## src/rtl/tpg_pkg.sv

```systemverilog
package tpg_pkg;

  localparam int MODE_W = 4;

  typedef enum logic [MODE_W-1:0] {
    M_UP    = 4'd0,
    M_DOWN  = 4'd1,
    M_TRI   = 4'd2,
    M_LFSR  = 4'd3,
    M_DC    = 4'd4,
    M_STEP  = 4'd5,
    M_IMP   = 4'd6,
    M_SWC   = 4'd7,
    M_SWV   = 4'd8,
    M_STAIR = 4'd9,
    M_UP_R  = 4'd10,
    M_DN_R  = 4'd11,
    M_TRI_R = 4'd12,
    M_LFS_R = 4'd13,
    M_SWC_R = 4'd14,
    M_SWV_R = 4'd15
  } mode_e;

  typedef enum logic [1:0] {OP_UP, OP_DOWN, OP_TRI, OP_LFSR} core_op_e;

  typedef enum logic [2:0] {
    SRC_CORE, SRC_MAG, SRC_STEP, SRC_IMP, SRC_SWC, SRC_SWV, SRC_HOLD
  } src_e;

  function automatic core_op_e core_op(mode_e m);
    case (m)
      M_DOWN, M_DN_R:  return OP_DOWN;
      M_TRI, M_TRI_R:  return OP_TRI;
      M_LFSR, M_LFS_R: return OP_LFSR;
      default:         return OP_UP;
    endcase
  endfunction

  function automatic src_e src_sel(mode_e m);
    case (m)
      M_DC:           return SRC_MAG;
      M_STEP:         return SRC_STEP;
      M_IMP:          return SRC_IMP;
      M_SWC, M_SWC_R: return SRC_SWC;
      M_SWV, M_SWV_R: return SRC_SWV;
      M_STAIR:        return SRC_HOLD;
      default:        return SRC_CORE;
    endcase
  endfunction

  function automatic logic is_rev(mode_e m);
    return m >= M_UP_R;
  endfunction

  // maximal-length feedback masks, bit n-1 set for tap n
  function automatic logic [23:0] lfsr_taps(int w);
    case (w)
      4:       return 24'h00000C;
      5:       return 24'h000014;
      6:       return 24'h000030;
      7:       return 24'h000060;
      8:       return 24'h0000B8;
      9:       return 24'h000110;
      10:      return 24'h000240;
      11:      return 24'h000500;
      12:      return 24'h000829;
      13:      return 24'h00100D;
      14:      return 24'h002015;
      15:      return 24'h006000;
      16:      return 24'h00D008;
      17:      return 24'h012000;
      18:      return 24'h020400;
      19:      return 24'h040023;
      20:      return 24'h090000;
      21:      return 24'h140000;
      22:      return 24'h300000;
      23:      return 24'h420000;
      default: return 24'hE10000;
    endcase
  endfunction

endpackage

```

## src/rtl/tpg_regs.sv

```systemverilog
module tpg_regs
  import tpg_pkg::*;
#(
  parameter int DW = 8
) (
  input  logic          clk_i,
  input  logic          rst_ni,
  input  logic          bist_en_i,
  input  logic          wr_en_i,
  input  logic          wr_addr_i,
  input  logic [DW-1:0] wr_data_i,
  output mode_e         mode_o,
  output mode_e         mode_nxt_o,
  output logic [DW-1:0] mag_o,
  output logic          init_o
);

  mode_e         mode_q;
  logic [DW-1:0] mag_q;
  logic          mode_wr;
  logic          mag_wr;

  assign mode_wr    = wr_en_i && !wr_addr_i;
  assign mag_wr     = wr_en_i && wr_addr_i;
  assign mode_nxt_o = mode_wr ? mode_e'(wr_data_i[MODE_W-1:0]) : mode_q;
  // waveform parks while disabled and restarts on a code write
  assign init_o     = !bist_en_i || mode_wr;

  always_ff @(posedge clk_i or negedge rst_ni) begin
    if (!rst_ni) begin
      mode_q <= M_UP;
      mag_q  <= '0;
    end else begin
      if (mode_wr) mode_q <= mode_e'(wr_data_i[MODE_W-1:0]);
      if (mag_wr)  mag_q  <= wr_data_i;
    end
  end

  assign mode_o = mode_q;
  assign mag_o  = mag_q;

  p_code_load_r2: assert property (@(posedge clk_i) disable iff (!rst_ni)
    mode_wr |=> (mode_o == mode_e'($past(wr_data_i[MODE_W-1:0]))));

  p_mag_load_r6: assert property (@(posedge clk_i) disable iff (!rst_ni)
    mag_wr |=> (mag_o == $past(wr_data_i)));

endmodule

```

## src/rtl/tpg_core.sv

```systemverilog
module tpg_core
  import tpg_pkg::*;
#(
  parameter int DW = 8
) (
  input  logic          clk_i,
  input  logic          rst_ni,
  input  logic          init_i,
  input  core_op_e      op_i,
  input  core_op_e      seed_op_i,
  output logic [DW-1:0] core_o
);

  localparam logic [23:0]   TAP_ALL = lfsr_taps(DW);
  localparam logic [DW-1:0] TAPS    = TAP_ALL[DW-1:0];
  localparam logic [DW-1:0] TOP_V   = '1;
  localparam logic [DW-1:0] ONE_V   = DW'(1);

  logic [DW-1:0] core_q;
  logic [DW-1:0] tri_nxt;
  logic          dir_up_q;
  logic          fb;

  assign fb      = ^(core_q & TAPS);
  assign tri_nxt = dir_up_q ? core_q + ONE_V : core_q - ONE_V;

  always_ff @(posedge clk_i or negedge rst_ni) begin
    if (!rst_ni) begin
      core_q   <= '0;
      dir_up_q <= 1'b1;
    end else if (init_i) begin
      core_q   <= (seed_op_i == OP_LFSR) ? ONE_V : '0;
      dir_up_q <= 1'b1;
    end else begin
      case (op_i)
        OP_UP:   core_q <= core_q + ONE_V;
        OP_DOWN: core_q <= core_q - ONE_V;
        OP_LFSR: core_q <= {core_q[DW-2:0], fb};
        default: begin
          core_q <= tri_nxt;
          // toggle flop turns at either terminal count
          if (dir_up_q && tri_nxt == TOP_V)      dir_up_q <= 1'b0;
          else if (!dir_up_q && tri_nxt == '0)   dir_up_q <= 1'b1;
        end
      endcase
    end
  end

  assign core_o = core_q;

  p_tri_top_down_r4: assert property (@(posedge clk_i) disable iff (!rst_ni)
    (op_i == OP_TRI && core_q == TOP_V) |-> !dir_up_q);

  p_tri_floor_up_r4: assert property (@(posedge clk_i) disable iff (!rst_ni)
    (op_i == OP_TRI && core_q == '0) |-> dir_up_q);

  p_lfsr_nonzero_r5: assert property (@(posedge clk_i) disable iff (!rst_ni)
    (op_i == OP_LFSR) |-> (core_q != '0));

endmodule

```

## src/rtl/tpg_aux.sv

```systemverilog
module tpg_aux #(
  parameter int DW = 8,
  parameter int SW = 4,
  parameter int HW = 2
) (
  input  logic          clk_i,
  input  logic          rst_ni,
  input  logic          init_i,
  input  logic [DW-1:0] core_i,
  output logic [SW-1:0] psr_o,
  output logic          step_o,
  output logic [DW-1:0] hold_o
);

  localparam logic [DW-1:0] TOP_V = '1;
  localparam logic [HW-1:0] SUB_T = '1;
  localparam logic [DW-1:0] ONE_V = DW'(1);

  logic [SW-1:0] psr_q;
  logic          step_q;
  logic [DW-1:0] hold_q;
  logic          wrap;

  assign wrap = !init_i && core_i == TOP_V;

  generate
    if (SW == 1) begin : g_psr1
      always_ff @(posedge clk_i or negedge rst_ni) begin
        if (!rst_ni) psr_q <= 1'b1;
        else         psr_q <= 1'b1;
      end
    end else begin : g_psrn
      always_ff @(posedge clk_i or negedge rst_ni) begin
        if (!rst_ni)     psr_q <= SW'(1);
        else if (init_i) psr_q <= SW'(1);
        else if (wrap)   psr_q <= {psr_q[SW-2:0], psr_q[SW-1]};
      end
    end
  endgenerate

  always_ff @(posedge clk_i or negedge rst_ni) begin
    if (!rst_ni) begin
      step_q <= 1'b0;
      hold_q <= '0;
    end else if (init_i) begin
      step_q <= 1'b0;
      hold_q <= '0;
    end else begin
      if (wrap) step_q <= !step_q;
      if (core_i[HW-1:0] == SUB_T) hold_q <= core_i + ONE_V;
    end
  end

  assign psr_o  = psr_q;
  assign step_o = step_q;
  assign hold_o = hold_q;

  p_step_flip_r7: assert property (@(posedge clk_i) disable iff (!rst_ni)
    (!init_i && core_i == TOP_V) |=> (step_o != $past(step_o)));

  p_sweep_onehot_r8: assert property (@(posedge clk_i) disable iff (!rst_ni)
    $countones(psr_o) == 1);

  p_stair_aligned_r9: assert property (@(posedge clk_i) disable iff (!rst_ni)
    hold_o[HW-1:0] == '0);

endmodule

```

## src/rtl/tpg_top.sv

```systemverilog
module tpg_top
  import tpg_pkg::*;
#(
  parameter int DW = 8,
  parameter int SW = 4,
  parameter int HW = 2
) (
  input  logic          clk_i,
  input  logic          rst_ni,
  input  logic          bist_en_i,
  input  logic          wr_en_i,
  input  logic          wr_addr_i,
  input  logic [DW-1:0] wr_data_i,
  input  logic [DW-1:0] sys_data_i,
  output logic [DW-1:0] dac_o
);

  localparam logic [DW-1:0] ALL1 = '1;

  mode_e         mode, mode_nxt;
  logic [DW-1:0] mag;
  logic          init;
  logic [DW-1:0] core;
  logic [SW-1:0] psr;
  logic          step;
  logic [DW-1:0] hold;
  logic [DW-1:0] shaped;
  logic [DW-1:0] flipped;
  logic [DW-1:0] pattern;
  logic          sw_bit;
  int            k;

  tpg_regs #(.DW(DW)) u_regs (
    .clk_i, .rst_ni, .bist_en_i, .wr_en_i, .wr_addr_i, .wr_data_i,
    .mode_o(mode), .mode_nxt_o(mode_nxt), .mag_o(mag), .init_o(init)
  );

  tpg_core #(.DW(DW)) u_core (
    .clk_i, .rst_ni, .init_i(init),
    .op_i(core_op(mode)), .seed_op_i(core_op(mode_nxt)),
    .core_o(core)
  );

  tpg_aux #(.DW(DW), .SW(SW), .HW(HW)) u_aux (
    .clk_i, .rst_ni, .init_i(init), .core_i(core),
    .psr_o(psr), .step_o(step), .hold_o(hold)
  );

  always_comb begin
    k = 0;
    for (int i = 0; i < SW; i++) if (psr[i]) k = i;
  end

  assign sw_bit = core[k];

  always_comb begin
    case (src_sel(mode))
      SRC_MAG:  shaped = mag;
      SRC_STEP: shaped = step ? mag : '0;
      SRC_IMP:  shaped = (core == '0) ? mag : '0;
      SRC_SWC:  shaped = sw_bit ? mag : '0;
      SRC_SWV:  shaped = sw_bit ? (ALL1 >> k) : '0;
      SRC_HOLD: shaped = hold;
      default:  shaped = core;
    endcase
  end

  generate
    for (genvar b = 0; b < DW; b++) begin : g_rev
      assign flipped[b] = shaped[DW-1-b];
    end
  endgenerate

  assign pattern = is_rev(mode) ? flipped : shaped;
  assign dac_o   = bist_en_i ? pattern : sys_data_i;

endmodule

```

## config.mk

```make
export PLATFORM = sky130hd
export DESIGN_NAME = tpg_top
export DESIGN_NICKNAME = d
export VERILOG_FILES = /design/src/rtl/tpg_pkg.sv /design/src/rtl/tpg_regs.sv /design/src/rtl/tpg_core.sv /design/src/rtl/tpg_aux.sv /design/src/rtl/tpg_top.sv
export SDC_FILE = /design/constraint.sdc
export NUM_CORES = 1
export LEC_CHECK = 0
export BUFFER_PORTS_ARGS = -buffer_cell sky130_fd_sc_hd__clkbuf_2
export CAP_MARGIN = 15
export CORE_UTILIZATION = 62
export CTS_BUF_LIST = sky130_fd_sc_hd__clkbuf_2
export DETAILED_ROUTE_END_ITERATION = 12
export GPL_TIMING_DRIVEN = 0
export PLACE_DENSITY_LB_ADDON = 0.3
export SLEW_MARGIN = 10
export SYNTH_ARGS = -nofsm -noshare
export SYNTH_HDL_FRONTEND = slang
export SYNTH_SLANG_ARGS = --single-unit
```

## constraint.sdc

```tcl
create_clock -name clk_i -period 3 [get_ports clk_i]
set_input_delay 0.45 -clock clk_i [delete_from_list [all_inputs] [get_ports clk_i]]
set_output_delay 0.45 -clock clk_i [all_outputs]
set_load 0.03 [all_outputs]
```

==> results.py, run 1 <==
metrics = {
    "power_and_ir_drop": {
        "pwr-share-comb_pct": 62.9,
        "p_int_mw": 1.13,
        "seqPwrFrac_pct": 25.7,
        "powerDensity_mw_per_mm2": 602,
        "p_sw_share_pct": 48.3,
        "p_sw_mw": 1.06,
        "ir_worst_vdd_mv": 0.389,
        "finalPower_mw": 2.19,
        "leakagePower_nw": 1.48,
        "pwr-share-clk_pct": 11.4,
    },
    "timing": {
        "layout_min_cycle_time_ns": 3.30,
        "rsz0062_at_grt": "true",
        "final-setup-viol-count": 8,
        "max_slew_margin_pct": 41.4,
        "fmax_mhz": 303,
        "finalCritPeriodShare_pct": 110,
        "worstMarginPinSlew_ns": 0.879,
        "setup_ws_ns": -0.303,
        "fin_worst_skew_ns": 0.0265,
        "hold_viol_final": 0,
        "tns_ns": -2.13,
        "finalMaxSlewViolations": 0,
    },
    "global_routing": {
        "grt_pass1_wl_mm": 14.6,
        "grt_antenna_before_repair": 1,
        "grt_max_degree": 35,
        "grt_overflow": 0,
        "grt.total_usage_pct": 38.1,
        "grt_pass1_vias": 2948,
    },
    "worst_setup_path": {
        "crit_required_ns": 2.55,
        "critPathArrivalTime_ns": 2.85,
        "start_kind": "flip-flop",
        "endpoint_kind": "output pin",
        "crit_type": "reg -> out",
        "cp_max_fo": 4,
    },
    "clock_network": {
        "clockBufferDepth": 2,
        "hold_buffers": 0,
        "numCtsBuffers": 5,
        "clock_latency_ns": 0.44,
        "root_buffer": "clkbuf_2",
        "clk_pin_slew_worst_paths_ns": 0.22,
        "cts_sinks": 34,
        "htreeDepth": 2,
        "tritoncts": "built",
    },
    "route": {
        "drc": 0,
        "viasPerCell": 7.21,
        "wl_met2_mm": 4.35,
        "antenna_left": 0,
        "first_pass_iters": 9,
        "routed-via-count": 3222,
        "met1_length_mm": 3.67,
        "drt_iter0_drc": 481,
        "wl_met3_mm": 1.05,
        "highest_layer": "met4",
        "wl_per_cell_microns": 21.8,
        "drt_wl_total_mm": 9.73,
    },
    "placement": {
        "hpwl_mm": 5.93,
        "port_buffers": 28,
        "gp_congestion": 0.920,
    },
    "floorplan": {
        "fp.dieH_microns": 70.0,
        "chipWidth_microns": 70.0,
        "placement_rows": 24,
        "ios": 29,
        "die_area_sq_mm": 0.00490,
        "start_util_pct": 65.0,
        "core_area_sq_mm": 0.00441,
    },
    "layout": {
        "finish.net_count": 423,
        "syn2layout_area_growth_pct": 27.0,
        "layout-drive-gt1-share_pct": 34.5,
    },
    "run_status": {
        "outcome": "finished with violations",
        "violations": "setup timing",
    },
    "yosys": {
        "netlist_area_sq_mm": 0.00287,
        "synth_warnings": 0,
        "synthFlopType": "dfrtp_1",
        "ys_types": 59,
        "yosysSeqAreaShare_pct": 29.7,
        "synth_edf_count": 0,
        "yosys-top-cells-area": "dfrtp_1 (28%), nand2_1 (6.1%), xnor2_1 (5.5%), mux2_2 (5.1%), o211ai_1 (4.4%)",
        "netlist.top_cell.by_area": "dfrtp_1",
        "synth_common_cells": "nand2_1 (47), dfrtp_1 (32), nor2_1 (22), xnor2_1 (18)",
        "async_flop_share_pct": 100,
        "synth_fp_nets": 370,
        "yosys.area.top_type_share_pct": 27.9,
        "synth_seq_cells": 34,
        "syn_inst": 340,
        "synth_area_per_cell_sq_um": 8.44,
        "yosysMostFrequentCell": "nand2_1",
    },
    "job": {
        "maxCapViolations": 0,
    },
    "min_path": {
        "hold_path.class": "in -> async",
    },
}
==> stage by stage <==
stage / worst slack [ns] / hold slack [ns] / cells / instance area, sq um / util (%)
after floorplan: 0.190 / 0.154 / 340 / 2870 / -
after global placement: -0.190 / 0.489 / 420 / 3070 / 69.6
after detailed placement: -0.200 / 0.502 / 420 / 3070 / 69.6
after CTS: -0.105 / 0.132 / 440 / 3460 / 78.3
after global routing: -0.347 / 0.153 / 447 / 3640 / 82.5
final: -0.303 / 0.0755 / 447 / 3640 / 82.5
==> layer usage <==
metal  vias to the layer above  GRT usage (%)
li1                       1347              -
met1                      1496           49.9
met2                       271           61.4
met3                       108           8.51
met4                         0           14.4
met5                         -              0
==> area by class of cell <==
type	instances	area [sq um]
fillers	244	771
diodes	1	2.50
clock buffers	5	25.0
clock inverters	3	21.3
well taps	52	65.1
flip-flops and latches	34	858
multi-input cells	269	2140
inverters	15	61.3
repair buffers	48	330
plain buffers	20	135
==> flip-flops by register name (all words and copies together), names as in the netlist <==
signal,flops
u_regs.mag_o,8
u_aux.step_o,1
u_core.dir_up_q,1
u_core.core_o,8
u_aux.hold_o,8
u_aux.psr_o,4
u_regs.mode_o,4
==> power by group through the flow <==
stage | logic (mW) | registers (mW) | clock network (mW)
floorplan | 0.760 | 0.547 | 0
global placement | 0.958 | 0.560 | 0
detailed placement | 0.987 | 0.562 | 0
CTS | 1.17 | 0.556 | 0.239
global route | 1.45 | 0.567 | 0.263
finish | 1.38 | 0.563 | 0.250
==> cells by family (layout without fill, tap and decap cells) <==
kind of cell,Yosys count,count (layout),share of synthesized area [%]
buf+inv,37,91,5.71
compound gates,89,89,21.9
flops,34,34,29.7
simple gates,125,125,22.9
other cells,0,1,0
xor+xnor,21,21,6.41
mux,25,25,9.42
fa+ha+maj,9,9,3.93
==> path summary, 6_finish.rpt <==
kind                                        from                to  slack (ns)  depth (start not counted)
min in group clk_i                  wr_data_i[5]   u_regs.mag_o[5]        0.24                          2
worst max register to register  u_regs.mode_o[1]  u_core.core_o[0]        0.38                          8
worst min-delay path                      rst_ni  u_core.core_o[6]        0.08                          1
max in group asynchronous                 rst_ni  u_regs.mode_o[0]        2.33                          1
worst max-delay path            u_regs.mode_o[0]          dac_o[2]       -0.30                         10
worst min register to register   u_regs.mag_o[4]   u_regs.mag_o[4]        0.54                          1
==> placed cells by master, fill, tap and decap left out, types with 10 or more instances in the layout <==
| master | count |
|---|---|
| clkbuf_2 | 25 |
| mux2i_1 | 11 |
| nand2_1 | 46 |
| a21oi_1 | 12 |
| o21ai_0 | 13 |
| buf_4 | 28 |
| xnor2_1 | 17 |
| dfrtp_1 | 28 |
| mux2_2 | 12 |
| nor2_1 | 21 |
| o211ai_1 | 17 |
| inv_1 | 10 |
==> critical path, stage by stage (launching register included) <==
cell and delay (ns):
dfrtp_2 0.49, inv_2 0.08, ha_4 0.16, mux2_4 0.31, a21oi_4 0.23, mux2i_4 0.36, buf_4 0.23, nor3_2 0.07
o211ai_1 0.19, o211ai_1 0.12, buf_4 0.18
==> what timing repair did <==
item / in CTS / in global routing
buffers inserted: 14 / 5
pin swaps: 22 / 13
setup endpoints to repair: 8 / 8
gates resized for setup: 64 / 30
gates cloned: 0 / 1
Power figures use the tool's default switching activity.
==> run 2: changes to the inputs <==
- PLACE_DENSITY: default -> 0.88
- PLACE_DENSITY_LB_ADDON: 0.3 -> default
==> results.py, run 2 (synthesis results as in run 1) <==
metrics = {
    "global_routing": {
        "grt_antenna_before_repair": 0,
        "use_met1_pct": 49.7,
        "grt_overflow": 0,
        "grt_busiest_layer": "met2",
        "grt_pass1_wl_mm": 14.8,
        "grt.total_usage_pct": 38.5,
        "grt_pass1_vias": 3003,
        "grt_util_met2_pct": 61.0,
        "grt_max_degree": 35,
        "met3_usage_pct": 8.95,
    },
    "power_and_ir_drop": {
        "pwr-share-clk_pct": 18.4,
        "seqPwrFrac_pct": 25.5,
        "p_int_mw": 1.23,
        "powerDensity_mw_per_mm2": 630,
        "ir_worst_vdd_mv": 0.567,
        "pwr-share-comb_pct": 56.1,
        "p_sw_share_pct": 44.3,
        "p_sw_mw": 0.981,
        "leakagePower_nw": 1.45,
    },
    "route": {
        "antenna_left": 0,
        "drc": 0,
        "routed-via-count": 2996,
        "wl_per_cell_microns": 20.7,
        "viasPerCell": 6.84,
        "first_pass_iters": 5,
        "drt_wl_total_mm": 9.07,
        "drt_iter0_drc": 398,
    },
    "timing": {
        "finalCritPeriodShare_pct": 107,
        "fin_worst_skew_ns": 0.0164,
        "hold_viol_final": 0,
        "finalMaxSlewViolations": 0,
        "setup_ws_ns": -0.216,
        "fmax_mhz": 311,
        "final-setup-viol-count": 8,
        "max_slew_margin_pct": 40.8,
        "rsz0062_at_grt": "true",
        "layout_min_cycle_time_ns": 3.22,
        "worstMarginPinSlew_ns": 0.888,
    },
    "clock_network": {
        "clock_latency_ns": 0.41,
        "root_buffer": "clkbuf_2",
        "htreeDepth": 2,
        "numCtsBuffers": 5,
        "clk_pin_slew_worst_paths_ns": 0.21,
        "clockBufferDepth": 2,
        "tritoncts": "built",
        "hold_buffers": 0,
        "cts_sinks": 34,
    },
    "floorplan": {
        "placement_rows": 24,
        "fp.dieH_microns": 70.0,
        "die_area_sq_mm": 0.00490,
        "core_area_sq_mm": 0.00441,
        "chipWidth_microns": 70.0,
        "ios": 29,
        "start_util_pct": 65.0,
    },
    "worst_setup_path": {
        "critPathArrivalTime_ns": 2.77,
        "crit_type": "reg -> out",
        "cp_max_fo": 8,
        "start_kind": "flip-flop",
        "endpoint_kind": "output pin",
        "crit_required_ns": 2.55,
    },
    "job": {
        "maxCapViolations": 0,
    },
    "layout": {
        "final_cell_count_no_fill": 438,
        "utilization_pct": 79.6,
        "syn2layout_area_growth_pct": 22.5,
        "final_cell_mix": "nand2_1 (45), dfrtp_1 (29), clkbuf_2 (25)",
        "finish.net_count": 415,
        "mostFrequentLayoutCell": "nand2_1",
        "num_antenna_cells": 0,
        "layout-drive-gt1-share_pct": 31.1,
        "num-fill-cells": 280,
    },
    "run_status": {
        "violations": "setup timing",
        "outcome": "finished with violations",
    },
    "placement": {
        "gp_congestion": 0.939,
        "hpwl_mm": 5.82,
        "place_ws_ns": -0.287,
        "dp_cells": 420,
        "port_buffers": 28,
    },
    "min_path": {
        "hold_path.class": "in -> async",
    },
}
## run 2: cell types whose count changed in the layout (fill, tap and decap cells not counted), sizes merged
cell / change
buf: -9
bufinv: +2
clkbuf: +1
clkinv: -1
diode: -1
inv: -1
## run 2: power by group through the flow
stage	logic [mW]	clock network (mW)	registers, mW
floorplan	0.760	0	0.547
global placement	0.968	0	0.558
detailed placement	0.990	0	0.562
CTS	1.15	0.405	0.559
global route	1.31	0.424	0.570
finish	1.24	0.406	0.565
## run 2: metal layers
layer	wire [microns]	share of wire, %	vias up
li1	-	-	1322
met1	3680	41	1436
met2	4210	46	184
met3	774	8.5	54
met4	413	4.6	0
met5	0	0	-
## run 2: worst max-delay path, cell delays in order (launching register included)
cell	delay, ns
dfrtp_2	0.50
inv_4	0.06
ha_4	0.15
mux2_4	0.31
a221oi_4	0.45
nand2b_1	0.16
buf_6	0.17
nand3_1	0.10
a211oi_2	0.05
o211ai_1	0.21
buf_4	0.21
## run 2: repair_timing
action | 4_1_cts | 5_1_grt
setup buffers | 11 | 0
endpoints found under the setup margin | 8 | 8
gates resized for setup | 58 | 17
cloned | 0 | 0
pin swaps | 12 | 11
## run 2: area by class of cell
cell class	count	area (sq um)	area share, %
timing repair buffer	39	259	7.37
buffer	21	128	3.63
multi-input combinational	269	2050	58.2
sequential	34	857	24.4
inverter	15	65.1	1.85
clock buffer	5	25.0	0.712
tap	52	65.1	1.85
clock inverter	3	68.8	1.96
## run 2: worst paths after layout
| kind | slack (ns) | depth (start not counted) | from | to |
|---|---|---|---|---|
| min in group clk_i | 0.27 | 2 | wr_data_i[4] | u_regs.mag_o[4] |
| setup reg to reg | 0.60 | 8 | u_regs.mode_o[0] | u_core.dir_up_q |
| hold / removal | 0.12 | 1 | rst_ni | u_core.core_o[5] |
| hold reg to reg | 0.53 | 1 | u_regs.mag_o[4] | u_regs.mag_o[4] |
| setup / recovery | -0.22 | 10 | u_regs.mode_o[0] | dac_o[5] |
| max in group asynchronous | 2.27 | 1 | rst_ni | u_regs.mode_o[1] |
## run 2: stage by stage
stage / power (mW) / setup TNS, ns / area, sq um / hold WS [ns]
floorplan: 1.31 / 0 / 2870 / 0.154
global placement: 1.53 / -1.20 / 3070 / 0.490
detailed placement: 1.55 / -1.60 / 3070 / 0.493
CTS: 2.12 / -0.586 / 3480 / 0.141
global route: 2.31 / -2.09 / 3510 / 0.189
finish: 2.21 / -1.47 / 3510 / 0.116
==> run 3: changes to the inputs <==
- BUFFER_PORTS_ARGS: -buffer_cell sky130_fd_sc_hd__clkbuf_2 -> default
- CORE_UTILIZATION: 62 -> 65
- DONT_BUFFER_PORTS: default -> 1
- PLACE_DENSITY: 0.88 -> 0.86
==> results.py, run 3 (synthesis results as in run 1) <==
metrics = {
    "run_status": {
        "outcome": "finished with violations",
        "violations": "setup timing",
    },
    "global_routing": {
        "grt_max_degree": 35,
        "grt.total_usage_pct": 40.2,
        "grt_overflow": 0,
        "grt_antenna_before_repair": 0,
        "grt_pass1_wl_mm": 13.4,
        "grt_pass1_vias": 2745,
    },
    "layout": {
        "final_cell_count_no_fill": 411,
        "utilization_pct": 79.7,
        "num_antenna_cells": 0,
        "mostFrequentLayoutCell": "nand2_1",
        "final_cell_mix": "nand2_1 (45), dfrtp_1 (29), nor2_1 (21)",
        "syn2layout_area_growth_pct": 14.3,
        "num-fill-cells": 262,
        "finish.net_count": 390,
        "layout-drive-gt1-share_pct": 24.7,
    },
    "route": {
        "drt_wl_total_mm": 8.58,
        "first_pass_iters": 8,
        "antenna_left": 0,
        "met1_length_mm": 3.51,
        "wl_per_cell_microns": 20.9,
        "wl_met3_microns": 786,
        "viasPerCell": 7.06,
        "routed-via-count": 2900,
        "drt_iter0_drc": 439,
        "drc": 0,
        "wl_met2_mm": 3.98,
        "highest_layer": "met4",
    },
    "floorplan": {
        "start_util_pct": 69.7,
        "fp.dieH_microns": 68.4,
        "die_area_sq_mm": 0.00468,
        "ios": 29,
        "chipWidth_microns": 68.4,
        "core_area_sq_mm": 0.00412,
        "placement_rows": 23,
    },
    "timing": {
        "finalCritPeriodShare_pct": 109,
        "layout_min_cycle_time_ns": 3.28,
        "fin_worst_skew_ns": 0.0239,
        "finalMaxSlewViolations": 0,
        "hold_viol_final": 0,
        "whs_ns": 0.172,
        "max_slew_margin_pct": 36.1,
        "setup_ws_ns": -0.276,
        "rsz0062_at_grt": "true",
        "worstMarginPinSlew_ns": 0.951,
        "fmax_mhz": 305,
        "final-setup-viol-count": 8,
    },
    "power_and_ir_drop": {
        "pwr-share-comb_pct": 59.9,
        "p_sw_mw": 0.930,
        "seqPwrFrac_pct": 28.5,
        "pwr-share-clk_pct": 11.6,
        "p_int_mw": 1.03,
        "powerDensity_mw_per_mm2": 596,
        "ir_worst_vdd_mv": 0.399,
        "leakagePower_nw": 1.33,
        "p_sw_share_pct": 47.5,
    },
    "min_path": {
        "hold_depth": 1,
        "hold_path.class": "in -> reg",
        "min-delay-start": "wr_data_i[3]",
        "hold-path-endpoint": "u_regs.mag_o[3]",
    },
    "worst_setup_path": {
        "slowest_delay_ns": 0.46,
        "start_kind": "flip-flop",
        "crit_required_ns": 2.55,
        "cp_max_fo": 4,
        "crit_chain": "inv_4, ha_4, mux2_4, a21oi_4, mux2i_2, o21ai_0, a221oi_2, o211ai_1",
        "slowest_stage": "dfrtp_2",
        "crit_type": "reg -> out",
        "endpoint_kind": "output pin",
        "r2r_slack_ns": 0.41,
        "startpoint": "u_regs.mode_o[1]",
        "critPathArrivalTime_ns": 2.83,
        "r2r-end": "u_core.core_o[0]",
        "r2r_cells": 8,
        "rr_startpoint": "u_regs.mode_o[0]",
    },
    "clock_network": {
        "clk_pin_slew_worst_paths_ns": 0.19,
        "cts_sinks": 34,
        "htreeDepth": 2,
        "tritoncts": "built",
        "numCtsBuffers": 5,
        "root_buffer": "clkbuf_2",
        "clockBufferDepth": 2,
        "clock_latency_ns": 0.41,
    },
    "placement": {
        "port_buffers": 0,
        "hpwl_mm": 5.72,
        "place_ws_ns": -0.306,
        "dp_cells": 390,
        "gp_congestion": 0.969,
    },
    "job": {
        "maxCapViolations": 0,
    },
}
run 3: changes by cell type in the layout (fill, tap and decap cells not counted), sizes merged:
cell | previous run | this run
buf | 30 | 23
inv | 13 | 14
bufinv | 2 | 0
clkinvlp | 1 | 0
clkinv | 2 | 3
clkbuf | 35 | 17
dlygate4sd3 | 0 | 1
run 3: critical path, delay by kind of cell, from the launching register on:
kind,cells,cell delay (ns)
compound gates,4,1.07
fa+ha+maj,1,0.17
buf+inv,1,0.07
flops,1,0.46
mux,2,0.67
run 3: final cells by class:
| type | count | area (sq um) | area share [%] |
|---|---|---|---|
| multi-input combinational | 269 | 2000 | 61.1 |
| sequential | 34 | 857 | 26.1 |
| timing repair buffer | 15 | 128 | 3.89 |
| buffer | 20 | 126 | 3.85 |
| inverter | 15 | 63.8 | 1.95 |
| tap | 50 | 62.6 | 1.91 |
| clock buffer | 6 | 30.0 | 0.915 |
| clock inverter | 2 | 8.76 | 0.267 |
run 3: through the flow:
| stage | setup TNS, ns | total power, mW | instance area (sq um) |
|---|---|---|---|
| 2_1_floorplan | 0 | 1.31 | 2870 |
| 3_3_place_gp | -1.28 | 1.47 | 2930 |
| 3_5_place_dp | -1.66 | 1.50 | 2930 |
| 4_1_cts | -1.06 | 1.87 | 3220 |
| 5_1_grt | -3.03 | 2.07 | 3280 |
| 6_report | -2.12 | 1.96 | 3280 |
run 3: worst max path at each step:
| stage | cells after the start | end |
|---|---|---|
| global placement | 9 | dac_o[7] |
| detailed placement | 9 | dac_o[7] |
| floorplan | 8 | dac_o[0] |
| global route | 8 | dac_o[1] |
| CTS | 8 | dac_o[7] |
| finish | 8 | dac_o[1] |
run 3: repair_timing:
action                                  CTS  global route
hold endpoints to repair                 34             0
setup buffers                            10             3
pin swaps                                17            13
resized for setup                        40            12
hold buffers                              2             0
endpoints found under the setup margin    8             8
run 3: metal layers:
layer	track usage (%)	vias to the layer above
li1	-	1282
met1	51.2	1400
met2	63.6	180
met3	9.83	38
met4	18.2	0
met5	0	-
run 3: power groups by stage:
stage,Sequential (mW),Clock (mW),Combinational (mW)
after floorplan,0.547,0,0.760
after CTS,0.553,0.223,1.09
after global placement,0.559,0,0.915
after global routing,0.561,0.250,1.26
after detailed placement,0.562,0,0.937
final,0.557,0.227,1.17
